--- src/rtl/sug_pkg.sv ---
// Package: shared types and fixed key encodings for the sequenced write-unlock guard.
// Assumes: the key field is two bits wide and sits in the low bits of the host register.
package sug_pkg;

    typedef enum logic [1:0] {
        LK_IDLE  = 2'd0,
        LK_ARMED = 2'd1,
        LK_OPEN  = 2'd2
    } lock_state_t;

    localparam int unsigned KEY_W      = 2;
    localparam logic [1:0]  KEY_FIRST  = 2'b10;
    localparam logic [1:0]  KEY_SECOND = 2'b11;

endpackage

--- src/rtl/sug_lock_fsm.sv ---
// Module: lock sequencer and window timer.
// Walks idle -> armed -> open on the two-step key sequence, then counts the window down.
// Assumes: key_wr is high for one cycle per host register write; prot_done marks an
// accepted protected write, which closes the window at once.
module sug_lock_fsm
    import sug_pkg::*;
#(
    parameter int unsigned WINDOW = 3,
    localparam int unsigned CNT_W = $clog2(WINDOW + 1)
) (
    input  logic             clk,
    input  logic             rst_n,
    input  logic             key_wr,
    input  logic [KEY_W-1:0] key_bits,
    input  logic             prot_done,
    output logic             win_open,
    output lock_state_t      state_o,
    output logic [CNT_W-1:0] cnt_o
);

    lock_state_t      state_q, state_d;
    logic [CNT_W-1:0] cnt_q, cnt_d;

    // Next-state and counter logic for the key sequence and the window.
    always_comb begin
        state_d = state_q;
        cnt_d   = cnt_q;
        unique case (state_q)
            LK_IDLE: begin
                if (key_wr && key_bits == KEY_FIRST) state_d = LK_ARMED;
            end
            LK_ARMED: begin
                if (key_wr && key_bits == KEY_SECOND) begin
                    state_d = LK_OPEN;
                    cnt_d   = CNT_W'(WINDOW);
                end else begin
                    state_d = LK_IDLE;
                end
            end
            LK_OPEN: begin
                if (prot_done || cnt_q <= CNT_W'(1)) begin
                    state_d = LK_IDLE;
                    cnt_d   = '0;
                end else begin
                    cnt_d = cnt_q - CNT_W'(1);
                end
            end
            default: begin
                state_d = LK_IDLE;
                cnt_d   = '0;
            end
        endcase
    end

    // State and counter registers, cleared by the synchronous reset.
    always_ff @(posedge clk) begin
        if (!rst_n) begin
            state_q <= LK_IDLE;
            cnt_q   <= '0;
        end else begin
            state_q <= state_d;
            cnt_q   <= cnt_d;
        end
    end

    assign win_open = (state_q == LK_OPEN);
    assign state_o  = state_q;
    assign cnt_o    = cnt_q;

endmodule

--- src/rtl/sug_write_gate.sv ---
// Module: address decode and write gating.
// Passes host register writes through and lets protected writes pass only while the window is open.
// Assumes: protected registers occupy NUM_PROT consecutive addresses from PROT_BASE.
module sug_write_gate #(
    parameter int unsigned ADDR_W    = 2,
    parameter int unsigned NUM_PROT  = 3,
    parameter int unsigned HOST_ADDR = 0,
    parameter int unsigned PROT_BASE = 1
) (
    input  logic                wr_en,
    input  logic [ADDR_W-1:0]   wr_addr,
    input  logic                win_open,
    output logic                host_we,
    output logic [NUM_PROT-1:0] prot_we,
    output logic                prot_done
);

    assign host_we = wr_en && (wr_addr == ADDR_W'(HOST_ADDR));

    // One gated enable per protected register.
    for (genvar gi = 0; gi < NUM_PROT; gi++) begin : g_gate
        assign prot_we[gi] = wr_en && win_open && (wr_addr == ADDR_W'(PROT_BASE + gi));
    end

    assign prot_done = |prot_we;

endmodule

--- src/rtl/sug_reg_bank.sv ---
// Module: host register, protected registers and masked readback.
// The host register stores only the bits above the key field. The key field always reads as zero.
// Assumes: PROT_RST packs the reset values, with register 0 in the lowest DATA_W bits.
module sug_reg_bank
    import sug_pkg::*;
#(
    parameter int unsigned DATA_W    = 8,
    parameter int unsigned ADDR_W    = 2,
    parameter int unsigned NUM_PROT  = 3,
    parameter int unsigned HOST_ADDR = 0,
    parameter int unsigned PROT_BASE = 1,
    parameter logic [NUM_PROT*DATA_W-1:0] PROT_RST = '0
) (
    input  logic                       clk,
    input  logic                       rst_n,
    input  logic                       host_we,
    input  logic [NUM_PROT-1:0]        prot_we,
    input  logic [DATA_W-1:0]          wr_data,
    input  logic [ADDR_W-1:0]          rd_addr,
    output logic [DATA_W-1:0]          rd_data,
    output logic [NUM_PROT*DATA_W-1:0] prot_q
);

    localparam int unsigned UP_W = DATA_W - KEY_W;

    logic [UP_W-1:0] host_up_q;

    // Upper host register bits behave as plain storage.
    always_ff @(posedge clk) begin
        if (!rst_n)       host_up_q <= '0;
        else if (host_we) host_up_q <= wr_data[DATA_W-1:KEY_W];
    end

    // One register per protected control, each loading its own reset value.
    for (genvar gi = 0; gi < NUM_PROT; gi++) begin : g_prot
        always_ff @(posedge clk) begin
            if (!rst_n)          prot_q[gi*DATA_W +: DATA_W] <= PROT_RST[gi*DATA_W +: DATA_W];
            else if (prot_we[gi]) prot_q[gi*DATA_W +: DATA_W] <= wr_data;
        end
    end

    // Readback mux with the key field forced to zero.
    always_comb begin
        rd_data = '0;
        if (rd_addr == ADDR_W'(HOST_ADDR)) rd_data = {host_up_q, {KEY_W{1'b0}}};
        for (int i = 0; i < NUM_PROT; i++) begin
            if (rd_addr == ADDR_W'(PROT_BASE + i)) rd_data = prot_q[i*DATA_W +: DATA_W];
        end
    end

endmodule

--- src/rtl/seq_unlock_guard.sv ---
// Module: top of the sequenced write-unlock guard.
// Joins the lock sequencer, the write gate and the register bank for three protected controls.
// Assumes: single-cycle bus writes, combinational reads, synchronous active-low reset.
module seq_unlock_guard
    import sug_pkg::*;
#(
    parameter int unsigned DATA_W    = 8,
    parameter int unsigned ADDR_W    = 2,
    parameter int unsigned WINDOW    = 3,
    parameter int unsigned HOST_ADDR = 0,
    parameter int unsigned PROT_BASE = 1,
    parameter logic [DATA_W-1:0] WDT_RST  = 8'h01,
    parameter logic [DATA_W-1:0] VDET_RST = 8'h05,
    parameter logic [DATA_W-1:0] CLK_RST  = 8'h00,
    localparam int unsigned NUM_PROT = 3,
    localparam int unsigned CNT_W    = $clog2(WINDOW + 1)
) (
    input  logic              clk,
    input  logic              rst_n,
    input  logic              wr_en,
    input  logic [ADDR_W-1:0] wr_addr,
    input  logic [DATA_W-1:0] wr_data,
    input  logic [ADDR_W-1:0] rd_addr,
    output logic [DATA_W-1:0] rd_data,
    output logic [DATA_W-1:0] wdt_ctrl,
    output logic [DATA_W-1:0] vdet_ctrl,
    output logic [DATA_W-1:0] clk_ctrl
);

    logic                       host_we;
    logic [NUM_PROT-1:0]        prot_we;
    logic                       prot_done;
    logic                       win_open;
    lock_state_t                lk_state;
    logic [CNT_W-1:0]           lk_cnt;
    logic [NUM_PROT*DATA_W-1:0] prot_q;

    sug_write_gate #(
        .ADDR_W(ADDR_W), .NUM_PROT(NUM_PROT),
        .HOST_ADDR(HOST_ADDR), .PROT_BASE(PROT_BASE)
    ) u_gate (
        .wr_en(wr_en), .wr_addr(wr_addr), .win_open(win_open),
        .host_we(host_we), .prot_we(prot_we), .prot_done(prot_done)
    );

    sug_lock_fsm #(.WINDOW(WINDOW)) u_fsm (
        .clk(clk), .rst_n(rst_n), .key_wr(host_we),
        .key_bits(wr_data[KEY_W-1:0]), .prot_done(prot_done),
        .win_open(win_open), .state_o(lk_state), .cnt_o(lk_cnt)
    );

    sug_reg_bank #(
        .DATA_W(DATA_W), .ADDR_W(ADDR_W), .NUM_PROT(NUM_PROT),
        .HOST_ADDR(HOST_ADDR), .PROT_BASE(PROT_BASE),
        .PROT_RST({CLK_RST, VDET_RST, WDT_RST})
    ) u_bank (
        .clk(clk), .rst_n(rst_n), .host_we(host_we), .prot_we(prot_we),
        .wr_data(wr_data), .rd_addr(rd_addr), .rd_data(rd_data), .prot_q(prot_q)
    );

    assign wdt_ctrl  = prot_q[0*DATA_W +: DATA_W];
    assign vdet_ctrl = prot_q[1*DATA_W +: DATA_W];
    assign clk_ctrl  = prot_q[2*DATA_W +: DATA_W];

endmodule

--- config.mk ---
export PLATFORM = sky130hd
export DESIGN_NAME = seq_unlock_guard
export DESIGN_NICKNAME = d
export VERILOG_FILES = /design/src/rtl/sug_pkg.sv /design/src/rtl/sug_lock_fsm.sv /design/src/rtl/sug_write_gate.sv /design/src/rtl/sug_reg_bank.sv /design/src/rtl/seq_unlock_guard.sv
export SDC_FILE = /design/constraint.sdc
export NUM_CORES = 1
export LEC_CHECK = 0
export BUFFER_PORTS_ARGS = -buffer_cell sky130_fd_sc_hd__buf_2
export CORE_AREA = 2 2 64 66
export CTS_BUF_LIST = sky130_fd_sc_hd__clkbuf_8 sky130_fd_sc_hd__clkbuf_16
export CTS_CLUSTER_DIAMETER = 200
export DETAILED_ROUTE_END_ITERATION = 16
export DIE_AREA = 0 0 66 68
export MAX_ROUTING_LAYER = met4
export PLACE_DENSITY = 0.75
export SYNTH_ARGS = -nofsm -noshare
export SYNTH_HDL_FRONTEND = slang
export SYNTH_HIERARCHICAL = 1
export SYNTH_SLANG_ARGS = --single-unit
--- constraint.sdc ---
create_clock -name clk -period 1.5 [get_ports clk]
set_clock_uncertainty 0.1 [all_clocks]
set_input_delay 0.15 -clock clk [delete_from_list [all_inputs] [get_ports clk]]
set_output_delay 0.15 -clock clk [all_outputs]
set_load 0.01 [all_outputs]
==> impl_metrics.tcl, run 1 <==
set metrics [dict create \
    status "complete, no violations" \
    antennaDiodeCount 0 \
    routing_usage_on_met1_pct 21.0 \
    r2r_slack_ns 0.06 \
    ir_drop_uv 452 \
    fmax_mhz 671 \
    portBuffers 46 \
    ys_top_cells_by_area "sky130_fd_sc_hd__dfxtp_1 40%, sky130_fd_sc_hd__mux2i_1 18%, sky130_fd_sc_hd__nor2b_1 10%" \
    cp_top_delay_family "multiplexers" \
    dpl.hpwl_mm 2.69 \
    max-cap-violations 0 \
    cpPeakStageDelay_ns 0.49 \
    cts_root_buf "sky130_fd_sc_hd__clkbuf_8" \
    post-place-ws_ns -0.0281 \
    firstDrtPassIters 4 \
    worst_setup_path_end_kind "output port" \
    antenna_found_initial 0 \
    hold_viol 0 \
    post_drt_wl_per_cell_microns 14.5 \
    total_leakage_power_nw 0.923 \
    worstReg2RegStart "u_fsm/state_o[0]$_SDFFE_PN0P_" \
    detail-route-antenna-nets 0 \
    netlist.area_leader.share_pct 40.4 \
    post_synth_edffs 0 \
    crit_path_start_kind "flip-flop" \
    post_drt_via_cell_ratio 4.93 \
    critPathLaunch "u_bank/prot_q[21]$_SDFFE_PN0P_" \
    worstReg2RegEnd "u_fsm/cnt_o[1]$_SDFFE_PN0P_" \
    chip_width_microns 66 \
    timing.critical_path.fanout_max 2 \
    hold_ws_ns 0.0313 \
    post_synth_num_cell_types 25 \
    grt-busiest-layer "met2" \
    synthCells 146 \
    fillerInstances 342 \
    global_route_wire_length_before_repair_mm 5.70 \
    final_nets 223 \
    yosysTopAreaCell "sky130_fd_sc_hd__dfxtp_1" \
    die_y_microns 68 \
    worst-r2r-cell-count 6 \
    path_clk_slew_ns 0.07 \
    cts-root-to-sink-buffers 2 \
    slew_headroom_pct 82.6 \
    core_region_area_sq_um 3860 \
    worst-slew-pin-transition_ns 0.262 \
    syn_to_final_growth_pct 32.3 \
    htree_num_levels 2 \
    synth.yosys.warnings 6 \
    syn_area_per_cell_sq_um 11.6 \
    first_global_vias 1164 \
    globalRouteMet2Util_pct 29.9 \
    routabilityCongestion 0.786 \
    crit_buf_inv 1 \
    part_of_the_yosys_area_used_for_sequential_elements_pct 40.4 \
    die_area_sq_um 4490 \
    synth_fp_nets 166 \
    min_period_ns 1.49 \
    timing.final.setup_violations 0 \
    finalWorstSetupSlack_ns 0.0106 \
    cts_tree "yes" \
    setup_repair_after_global_routing_missed_its_margin "yes" \
    clock_sink_count 34 \
    ys.flop_type "sky130_fd_sc_hd__dfxtp_1" \
    overflow 0 \
    finalCritPeriodShare_pct 99.3 \
    path_class "flip-flop to output port" \
    crit_required_ns 1.25 \
    arrival_ns 1.24 \
    post_synth_instance_area_sq_um 1690 \
    drcViolationCount 0 \
    power_per_cell_area_nw_per_um2 986 \
    finalWirelength_mm 3.67 \
    crit_path_cell_trace "mux4_2 -> buf_6" \
    fp-row-count 23 \
    drv_slew 0 \
    ioPinCount 47 \
    clk_latency_ns 0.29 \
    holdCritPathClass "input pin to flip-flop" \
    globalRouteTotalUtil_pct 18.3 \
    grt_use_met3_pct 5.59 \
    cp.depth 2 \
    cts_made_buffers 5 \
    cpMaxStageDelayCell "sky130_fd_sc_hd__mux4_2" \
    synth_seq_cells 34 \
    postSynth.asyncResetShare_pct 0 \
    routed-via-count 1253 \
    timing.critical_path.to "rd_data[5]" \
    drt_iter0_drc 29 \
    initial_cell_density_of_the_core_pct 43.7 \
    holdBufCountCts 0 \
    layout-drive-gt1-share_pct 45.6 \
    grt_start_max_net_pins 16 \
]
==> routing by layer <==
| metal | vias up | routed length [microns] |
|---|---|---|
| met5 | - | 0 |
| met4 | 0 | 67 |
| met3 | 6 | 184 |
| met2 | 33 | 1760 |
| met1 | 587 | 1660 |
| li1 | 627 | - |
==> registers in the layout, indices dropped and copies added (netlist names) <==
register	flops
u_fsm/cnt_o	2
u_bank/host_up_q	6
u_bank/prot_q	24
u_fsm/state_o	2
==> final cells by class <==
cell class                 count  area [sq um]  area share [%]
sequential                    34           691            30.9
tap                           50          62.6            2.80
clock inverter                 2          60.1            2.69
inverter                       4          15.0           0.673
clock buffer                   6          82.6            3.70
timing repair buffer          59           365            16.4
multi-input combinational     99           956            42.8
==> per-stage QoR <==
stage	setup TNS, ns	cells	power (mW)	area, sq um	util, %
after floorplan	0	146	1.09	1690	-
after global placement	0	244	1.17	2040	52.9
after detailed placement	-0.0657	244	1.17	2040	52.9
after CTS	-0.00505	253	2.22	2210	57.3
after global routing	-0.0315	254	2.29	2230	57.9
final	0	254	2.20	2230	57.9
==> synth_stat cells (2+ instances only) <==
cell	n
sky130_fd_sc_hd__buf_6	2
sky130_fd_sc_hd__dfxtp_1	34
sky130_fd_sc_hd__and4b_1	2
sky130_fd_sc_hd__buf_2	4
sky130_fd_sc_hd__a22o_1	2
sky130_fd_sc_hd__inv_1	4
sky130_fd_sc_hd__mux2_4	2
sky130_fd_sc_hd__nor2b_1	28
sky130_fd_sc_hd__mux4_2	6
sky130_fd_sc_hd__ha_1	5
sky130_fd_sc_hd__a21o_1	3
sky130_fd_sc_hd__clkbuf_1	3
sky130_fd_sc_hd__a32o_1	2
sky130_fd_sc_hd__nand2_1	8
sky130_fd_sc_hd__mux2i_1	31
==> cells by family (layout without fill, tap and decap cells) <==
logic type               after synthesis  after routing  synth area share (%)
flip-flops                            34             34                  40.4
buffers and inverters                 13             71                  4.08
AO/OA/AOI/OAI                         12             12                  6.60
adder cells (fa/ha/maj)                5              5                  3.71
AND/OR/NAND/NOR                       43             43                  17.1
multiplexers                          39             39                  28.2
==> repair_timing <==
| item | 4_1_cts | 5_1_grt |
|---|---|---|
| resized for setup | 4 | 8 |
| hold endpoints to repair | 0 | 0 |
| endpoints found under the setup margin | 4 | 11 |
| setup buffers | 1 | 1 |
| pin swaps | 0 | 7 |
==> worst register-to-register path: cells and delay by family (launching register included) <==
family | cells | cell delay [ns]
flip-flops | 1 | 0.33
AND/OR/NAND/NOR | 1 | 0.20
adder cells (fa/ha/maj) | 1 | 0.15
buffers and inverters | 1 | 0.07
AO/OA/AOI/OAI | 3 | 0.49
==> report_power, final <==
part	switching [mW]	internal (mW)
Clock	0.336	0.709
Sequential	0.00772	0.917
Combinational	0.118	0.115
==> how the worst min path moves through the flow <==
stage	from	endpoint	slack (ns)	cells past startpoint
after floorplan	wr_data[0]	u_bank/prot_q[0]$_SDFFE_PN1P_	0.18	2
after global placement	wr_data[2]	u_bank/prot_q[10]$_SDFFE_PN1P_	0.33	3
after detailed placement	wr_data[2]	u_bank/prot_q[10]$_SDFFE_PN1P_	0.34	3
after CTS	wr_data[2]	u_bank/prot_q[10]$_SDFFE_PN1P_	0.03	3
after global routing	wr_data[2]	u_bank/prot_q[10]$_SDFFE_PN1P_	0.05	3
final	wr_data[2]	u_bank/prot_q[10]$_SDFFE_PN1P_	0.03	3
==> cell usage in the layout (no fill, tap or decap), drive strengths merged, types with 2 or more instances in the layout <==
master / instances
ha: 5
mux2: 2
a32o: 2
nor2b: 28
buf: 59
mux4: 6
clkbuf: 6
bufinv: 2
inv: 4
mux2i: 31
nand2: 8
a21o: 3
and4b: 2
a22o: 2
dfxtp: 34
Power figures use the tool's default switching activity.
==> run 2: changes to the inputs <==
--- a/config.mk
+++ b/config.mk
@@ -6,11 +6,12 @@
 export NUM_CORES = 1
 export LEC_CHECK = 0
 export BUFFER_PORTS_ARGS = -buffer_cell sky130_fd_sc_hd__buf_2
-export CORE_AREA = 2 2 64 66
+export CAP_MARGIN = 10
+export CORE_AREA = 3 3 65 67
 export CTS_BUF_LIST = sky130_fd_sc_hd__clkbuf_8 sky130_fd_sc_hd__clkbuf_16
 export CTS_CLUSTER_DIAMETER = 200
 export DETAILED_ROUTE_END_ITERATION = 16
-export DIE_AREA = 0 0 66 68
+export DIE_AREA = 0 0 68 70
 export MAX_ROUTING_LAYER = met4
 export PLACE_DENSITY = 0.75
 export SYNTH_ARGS = -nofsm -noshare
==> run 2 against run 1 <==
  * Utilization increased by 2.3 points
  * Final cell count decreased by 1.2%
  * Die area increased by 6.1%
  * Global-route usage decreased by 0.14 points
  * Critical path type unchanged
==> impl_metrics.tcl, run 2 (synthesis results as in run 1) <==
set metrics [dict create \
    status "complete, no violations" \
    timing.final.setup_violations 0 \
    antennaDiodeCount 0 \
    chip_width_microns 68 \
    post_drt_via_cell_ratio 5.08 \
    layout-drive-gt1-share_pct 46.3 \
    routabilityCongestion 0.728 \
    cts-root-to-sink-buffers 2 \
    global_route_wire_length_before_repair_mm 6.20 \
    ir_drop_uv 573 \
    antenna_found_initial 0 \
    drv_slew 0 \
    grt_start_max_net_pins 28 \
    min_delay_worst_endpoint "u_bank/prot_q[0]$_SDFFE_PN1P_" \
    path_clk_slew_ns 0.07 \
    total_leakage_power_nw 0.904 \
    max-cap-violations 0 \
    fin_util_pct 60.2 \
    largest_register_ff_count 24 \
    min_path_cells 2 \
    mostFrequentLayoutCells "42 x sky130_fd_sc_hd__buf_2, 30 x sky130_fd_sc_hd__mux2i_1, 28 x sky130_fd_sc_hd__nor2b_1" \
    timing.critical_path.fanout_max 2 \
    slew_headroom_pct 81.7 \
    core_region_area_sq_um 3690 \
    cts_tree "yes" \
    top_regs "u_bank/prot_q: 24 flops, u_bank/host_up_q: 6 flops" \
    worst_setup_path_end_kind "output port" \
    first_global_vias 1304 \
    post_drt_wl_per_cell_microns 15.2 \
    path_class "flip-flop to output port" \
    final_nets 222 \
    layout_commonest_cell "sky130_fd_sc_hd__buf_2" \
    fp-row-count 22 \
    min_period_ns 1.49 \
    detail-route-antenna-nets 0 \
    worstReg2RegEnd "u_fsm/cnt_o[0]$_SDFFE_PN0P_" \
    dpl.hpwl_mm 2.72 \
    drt_iter0_drc 88 \
    hold_ws_ns 0.0114 \
    worst-slew-pin-transition_ns 0.275 \
    fmax_mhz 673 \
    clock_sink_count 34 \
    worst-r2r-cell-count 6 \
    hold_viol 0 \
    holdCritPathClass "input pin to flip-flop" \
    overflow 0 \
    crit_path_start_kind "flip-flop" \
    portBuffers 46 \
    multi_input_area_sq_um 975 \
    routed-via-count 1275 \
    cts_made_buffers 5 \
    drcViolationCount 0 \
    clk_latency_ns 0.29 \
    cts_root_buf "sky130_fd_sc_hd__clkbuf_8" \
    die_y_microns 70 \
    fillerInstances 322 \
    worstReg2RegStart "u_fsm/state_o[0]$_SDFFE_PN0P_" \
    syn_to_final_growth_pct 31.7 \
    regMostFlops "u_bank/prot_q" \
    initial_cell_density_of_the_core_pct 45.7 \
    finalCritPeriodShare_pct 99.1 \
    htree_num_levels 2 \
    hold_path_startpoint "rst_n" \
    r2r_slack_ns 0.07 \
    finalInstanceArea_sq_um 2220 \
    die_area_sq_um 4760 \
    power_per_cell_area_nw_per_um2 848 \
    setup_repair_after_global_routing_missed_its_margin "yes" \
    detailed_place.area_sq_um 2040 \
    arrival_ns 1.24 \
    globalRouteTotalUtil_pct 18.1 \
    finalWirelength_mm 3.82 \
    area.sequential_sq_um 693 \
    ioPinCount 47 \
    crit_required_ns 1.25 \
    firstDrtPassIters 4 \
]
run 2: metal layers:
metal	vias up	routed length (microns)	share of wire (%)	global-route usage (%)
li1	628	-	-	-
met1	606	1620	42	20.9
met2	37	1950	51	29.0
met3	4	198	5.2	5.31
met4	0	48	1.3	7.28
met5	-	0	0	-
run 2: how the worst max path moves through the flow:
stage                                         from                          end  slack (ns)  cells past startpoint
floorplan            u_fsm/state_o[0]$_SDFFE_PN0P_  u_fsm/cnt_o[0]$_SDFFE_PN0P_       0.009                      6
finish              u_bank/prot_q[20]$_SDFFE_PN0P_                   rd_data[4]        0.01                      2
detailed placement   u_fsm/state_o[1]$_SDFFE_PN0P_  u_fsm/cnt_o[0]$_SDFFE_PN0P_       -0.06                      5
global route        u_bank/prot_q[12]$_SDFFE_PN0P_                   rd_data[4]       -0.03                      2
global placement     u_fsm/state_o[1]$_SDFFE_PN0P_  u_fsm/cnt_o[0]$_SDFFE_PN0P_        0.01                      5
CTS                 u_bank/prot_q[12]$_SDFFE_PN0P_                   rd_data[4]       0.001                      2
run 2: area by class of cell:
cell class	count	area share, %
clock buffers	6	3.72
repair buffers	58	17.2
well taps	48	2.70
flip-flops and latches	34	31.2
clock inverters	2	0.563
inverters	4	0.676
multi-input cells	99	43.9
run 2: stage by stage:
step	cells	TNS [ns]	power [mW]	setup WS, ns
2_1_floorplan	146	0	1.09	0.00907
3_3_place_gp	240	0	1.16	0.0122
3_5_place_dp	240	-0.140	1.17	-0.0565
4_1_cts	249	0	1.89	0.00123
5_1_grt	251	-0.0928	1.97	-0.0320
6_report	251	0	1.88	0.0139
run 2: critical path, cell delays in order, from the launching register on:
cell and delay (ns):
sky130_fd_sc_hd__dfxtp_2 0.32, sky130_fd_sc_hd__mux4_2 0.48, sky130_fd_sc_hd__buf_6 0.14
run 2: where the power goes:
part	internal [mW]	switching, mW
clock	0.369	0.348
combinational	0.119	0.123
sequential	0.916	0.00735
total	1.40	0.478
run 2: what timing repair did:
action	4_1_cts	5_1_grt
setup buffers	1	2
setup endpoints to repair	6	9
pin swaps	0	8
gates resized for setup	5	13
hold buffers	0	0
==> run 3: changes to the inputs <==
--- a/config.mk
+++ b/config.mk
@@ -5,13 +5,14 @@
 export SDC_FILE = /design/constraint.sdc
 export NUM_CORES = 1
 export LEC_CHECK = 0
+export ABC_AREA = 1
 export BUFFER_PORTS_ARGS = -buffer_cell sky130_fd_sc_hd__buf_2
 export CAP_MARGIN = 10
-export CORE_AREA = 3 3 65 67
+export CORE_AREA = 3 3 64 66
 export CTS_BUF_LIST = sky130_fd_sc_hd__clkbuf_8 sky130_fd_sc_hd__clkbuf_16
 export CTS_CLUSTER_DIAMETER = 200
 export DETAILED_ROUTE_END_ITERATION = 16
-export DIE_AREA = 0 0 68 70
+export DIE_AREA = 0 0 67 69
 export MAX_ROUTING_LAYER = met4
 export PLACE_DENSITY = 0.75
 export SYNTH_ARGS = -nofsm -noshare
==> run 3 against run 2 <==
  * Sequential power increased by 14%
  * Combinational power grew to 3.2 times the previous value
  * Critical path depth is 8 higher
  * Worst hold slack improved by 0.018 ns
  * First-iteration DRC count is 86% higher
  * Wire length increased by 24%
  * Area after synthesis fell by 2.6%
  * Die area is 2.9% lower
==> impl_metrics.tcl, run 3 <==
set metrics [dict create \
    detail-route-antenna-nets 0 \
    grt_start_max_net_pins 34 \
    ys.flop_type "sky130_fd_sc_hd__dfxtp_1" \
    firstDrtPassIters 4 \
    routabilityCongestion 0.773 \
    yosysTopAreaCell "sky130_fd_sc_hd__dfxtp_1" \
    timing.critical_path.fanout_max 4 \
    drcViolationCount 0 \
    multi_input_area_sq_um 880 \
    holdBufCountCts 0 \
    synth.yosys.warnings 6 \
    final_nets 313 \
    worst_setup_path_end_kind "flip-flop" \
    die_y_microns 69 \
    path_clk_slew_ns 0.07 \
    status "complete, no violations" \
    post_synth_edffs 0 \
    synth_seq_cells 34 \
    postSynth.asyncResetShare_pct 0 \
    ir_drop_uv 806 \
    crit_path_cell_trace "inv_2 -> ha_4 -> nand2_4 -> nor2_4 -> nor2_4 -> nand3_2 -> nand2_2 -> inv_2 -> nor2_1 -> nor2_1" \
    post-synth-top-count-cell "sky130_fd_sc_hd__nor2_1" \
    worstReg2RegEnd "u_fsm/state_o[0]$_SDFFE_PN0P_" \
    drt_iter0_drc 164 \
    hold_path_startpoint "wr_data[2]" \
    finalWorstSetupSlack_ns 0.0801 \
    arrival_ns 1.50 \
    layout-drive-gt1-share_pct 32.3 \
    fmax_mhz 704 \
    cpPeakStageDelay_ns 0.33 \
    finalWirelength_mm 4.75 \
    place_inst 333 \
    hold_viol 0 \
    largest_register_ff_count 24 \
    timing.setup.tns_ns 0 \
    synth_fp_nets 254 \
    area.sequential_sq_um 683 \
    cts_made_buffers 5 \
    core_region_area_sq_um 3630 \
    portBuffers 46 \
    finalCritPeriodShare_pct 94.7 \
    min_delay_worst_endpoint "u_bank/prot_q[10]$_SDFFE_PN1P_" \
    syn_area_per_cell_sq_um 7.02 \
    path_class "flip-flop to flip-flop" \
    post-place-ws_ns 0.0276 \
    min_period_ns 1.42 \
    slew_headroom_pct 67.8 \
    fp-row-count 22 \
    r2r_slack_ns 0.08 \
    chip_width_microns 67 \
    worstReg2RegStart "u_fsm/state_o[0]$_SDFFE_PN0P_" \
    cts_tree "yes" \
    layout_commonest_cell "sky130_fd_sc_hd__nor2_1" \
    max-cap-violations 0 \
    overflow 0 \
    first_global_vias 1562 \
    synthCells 234 \
    die_area_sq_um 4620 \
    power_per_cell_area_nw_per_um2 1240 \
    clk_latency_ns 0.28 \
    post_drt_via_cell_ratio 5.15 \
    drv_slew 0 \
    min_path_cells 3 \
    global_route_wire_length_before_repair_mm 7.42 \
    cts_root_buf "sky130_fd_sc_hd__clkbuf_8" \
    cts-root-to-sink-buffers 2 \
    antennaDiodeCount 0 \
    ys_top_cells_by_area "sky130_fd_sc_hd__dfxtp_1 41%, sky130_fd_sc_hd__nor2_1 15%, sky130_fd_sc_hd__o21ai_0 8.2%" \
    crit_path_start_kind "flip-flop" \
    holdCritPathClass "input pin to flip-flop" \
    worst-slew-pin-transition_ns 0.484 \
    total_leakage_power_nw 1.07 \
    globalRouteTotalUtil_pct 21.3 \
    initial_cell_density_of_the_core_pct 45.2 \
    part_of_the_yosys_area_used_for_sequential_elements_pct 41.4 \
    top_regs "u_bank/prot_q: 24 flops, u_bank/host_up_q: 6 flops" \
    clock_sink_count 34 \
    instances_no_fill 342 \
    netlist.area_leader.share_pct 41.4 \
    fillerInstances 382 \
    routed-via-count 1760 \
    ioPinCount 47 \
    post_synth_num_cell_types 18 \
    worst-r2r-cell-count 10 \
    timing.final.setup_violations 0 \
    cpMaxStageDelayCell "sky130_fd_sc_hd__dfxtp_2" \
    antenna_found_initial 0 \
    power_mw 2.65 \
    syn_to_final_growth_pct 29.7 \
    post_drt_wl_per_cell_microns 13.9 \
    regMostFlops "u_bank/prot_q" \
    mostFrequentLayoutCells "60 x sky130_fd_sc_hd__nor2_1, 46 x sky130_fd_sc_hd__buf_2, 32 x sky130_fd_sc_hd__dfxtp_1" \
    crit_required_ns 1.58 \
    htree_num_levels 2 \
    commonest_cells_post_synth "64 x sky130_fd_sc_hd__nor2_1, 34 x sky130_fd_sc_hd__dfxtp_1, 31 x sky130_fd_sc_hd__nand2_1, 27 x sky130_fd_sc_hd__o21ai_0, 24 x sky130_fd_sc_hd__nand3_1" \
    dpl.hpwl_mm 3.35 \
    post_synth_instance_area_sq_um 1640 \
]
==> run 3: cell types whose count changed after synthesis, sizes merged, moves of 24 or more <==
cell	before	now
nor2	0	70
mux2i	31	0
o21ai	1	30
nor2b	28	0
nand2	8	34
nand3	1	25
==> run 3: worst max path at each step <==
stage / from / end / slack [ns] / cells past startpoint
2_1_floorplan: u_fsm/state_o[0]$_SDFFE_PN0P_ / u_bank/prot_q[4]$_SDFFE_PN0P_ / 0.02 / 7
3_3_place_gp: u_fsm/state_o[0]$_SDFFE_PN0P_ / u_bank/prot_q[21]$_SDFFE_PN0P_ / 0.08 / 7
3_5_place_dp: u_fsm/state_o[0]$_SDFFE_PN0P_ / u_bank/prot_q[20]$_SDFFE_PN0P_ / 0.03 / 7
4_1_cts: u_fsm/state_o[0]$_SDFFE_PN0P_ / u_bank/prot_q[20]$_SDFFE_PN0P_ / 0.002 / 7
5_1_grt: u_fsm/state_o[0]$_SDFFE_PN0P_ / u_fsm/state_o[0]$_SDFFE_PN0P_ / -0.02 / 10
6_report: u_fsm/state_o[0]$_SDFFE_PN0P_ / u_fsm/state_o[0]$_SDFFE_PN0P_ / 0.08 / 10
==> run 3: logic make-up after synthesis <==
family | count (synthesis) | share of synthesized area, %
buf+inv | 26 | 8.00
compound gates | 32 | 9.75
flops | 34 | 41.4
simple gates | 137 | 37.0
fa+ha+maj | 5 | 3.81
==> run 3: final cells by class <==
| class | count | area share, % |
|---|---|---|
| Clock buffer | 5 | 3.23 |
| Clock inverter | 3 | 1.88 |
| Multi-Input combinational cell | 174 | 41.3 |
| Tap cell | 48 | 2.82 |
| Timing Repair Buffer | 59 | 15.4 |
| Sequential cell | 34 | 32.1 |
| Inverter | 19 | 3.35 |
==> run 3: report_power, final <==
group / switching [mW] / internal, mW
Sequential: 0.0610 / 0.986
Clock: 0.348 / 0.489
Combinational: 0.453 / 0.310
==> run 3: per-layer routing <==
metal | vias to the layer above | part of all wire, % | wire, microns | track usage [%]
met5 | - | 0 | 0 | -
met4 | 0 | 1.1 | 54 | 6.76
li1 | 879 | - | - | -
met2 | 53 | 50 | 2370 | 33.6
met3 | 6 | 5.7 | 271 | 3.42
met1 | 822 | 43 | 2050 | 27.6
==> run 3: what timing repair did <==
action,in CTS,in global routing
gates resized for setup,0,16
endpoints found under the hold margin,0,0
setup buffers,0,2
setup endpoints to repair,0,28
==> run 3: metrics by stage <==
step	hold WS, ns	area, sq um	util (%)
after floorplan	0.172	1640	-
after detailed placement	0.326	1960	54.0
after global placement	0.317	1960	54.0
final	0.0297	2130	58.6
after global routing	0.0410	2130	58.6
after CTS	0.0237	2070	57.0
==> run 3: worst max-delay path: cells and delay by family (launching register included) <==
family / cells / cell delay [ns]
AND/OR/NAND/NOR: 7 / 0.61
adder cells (fa/ha/maj): 1 / 0.17
flip-flops: 1 / 0.33
buffers and inverters: 2 / 0.09
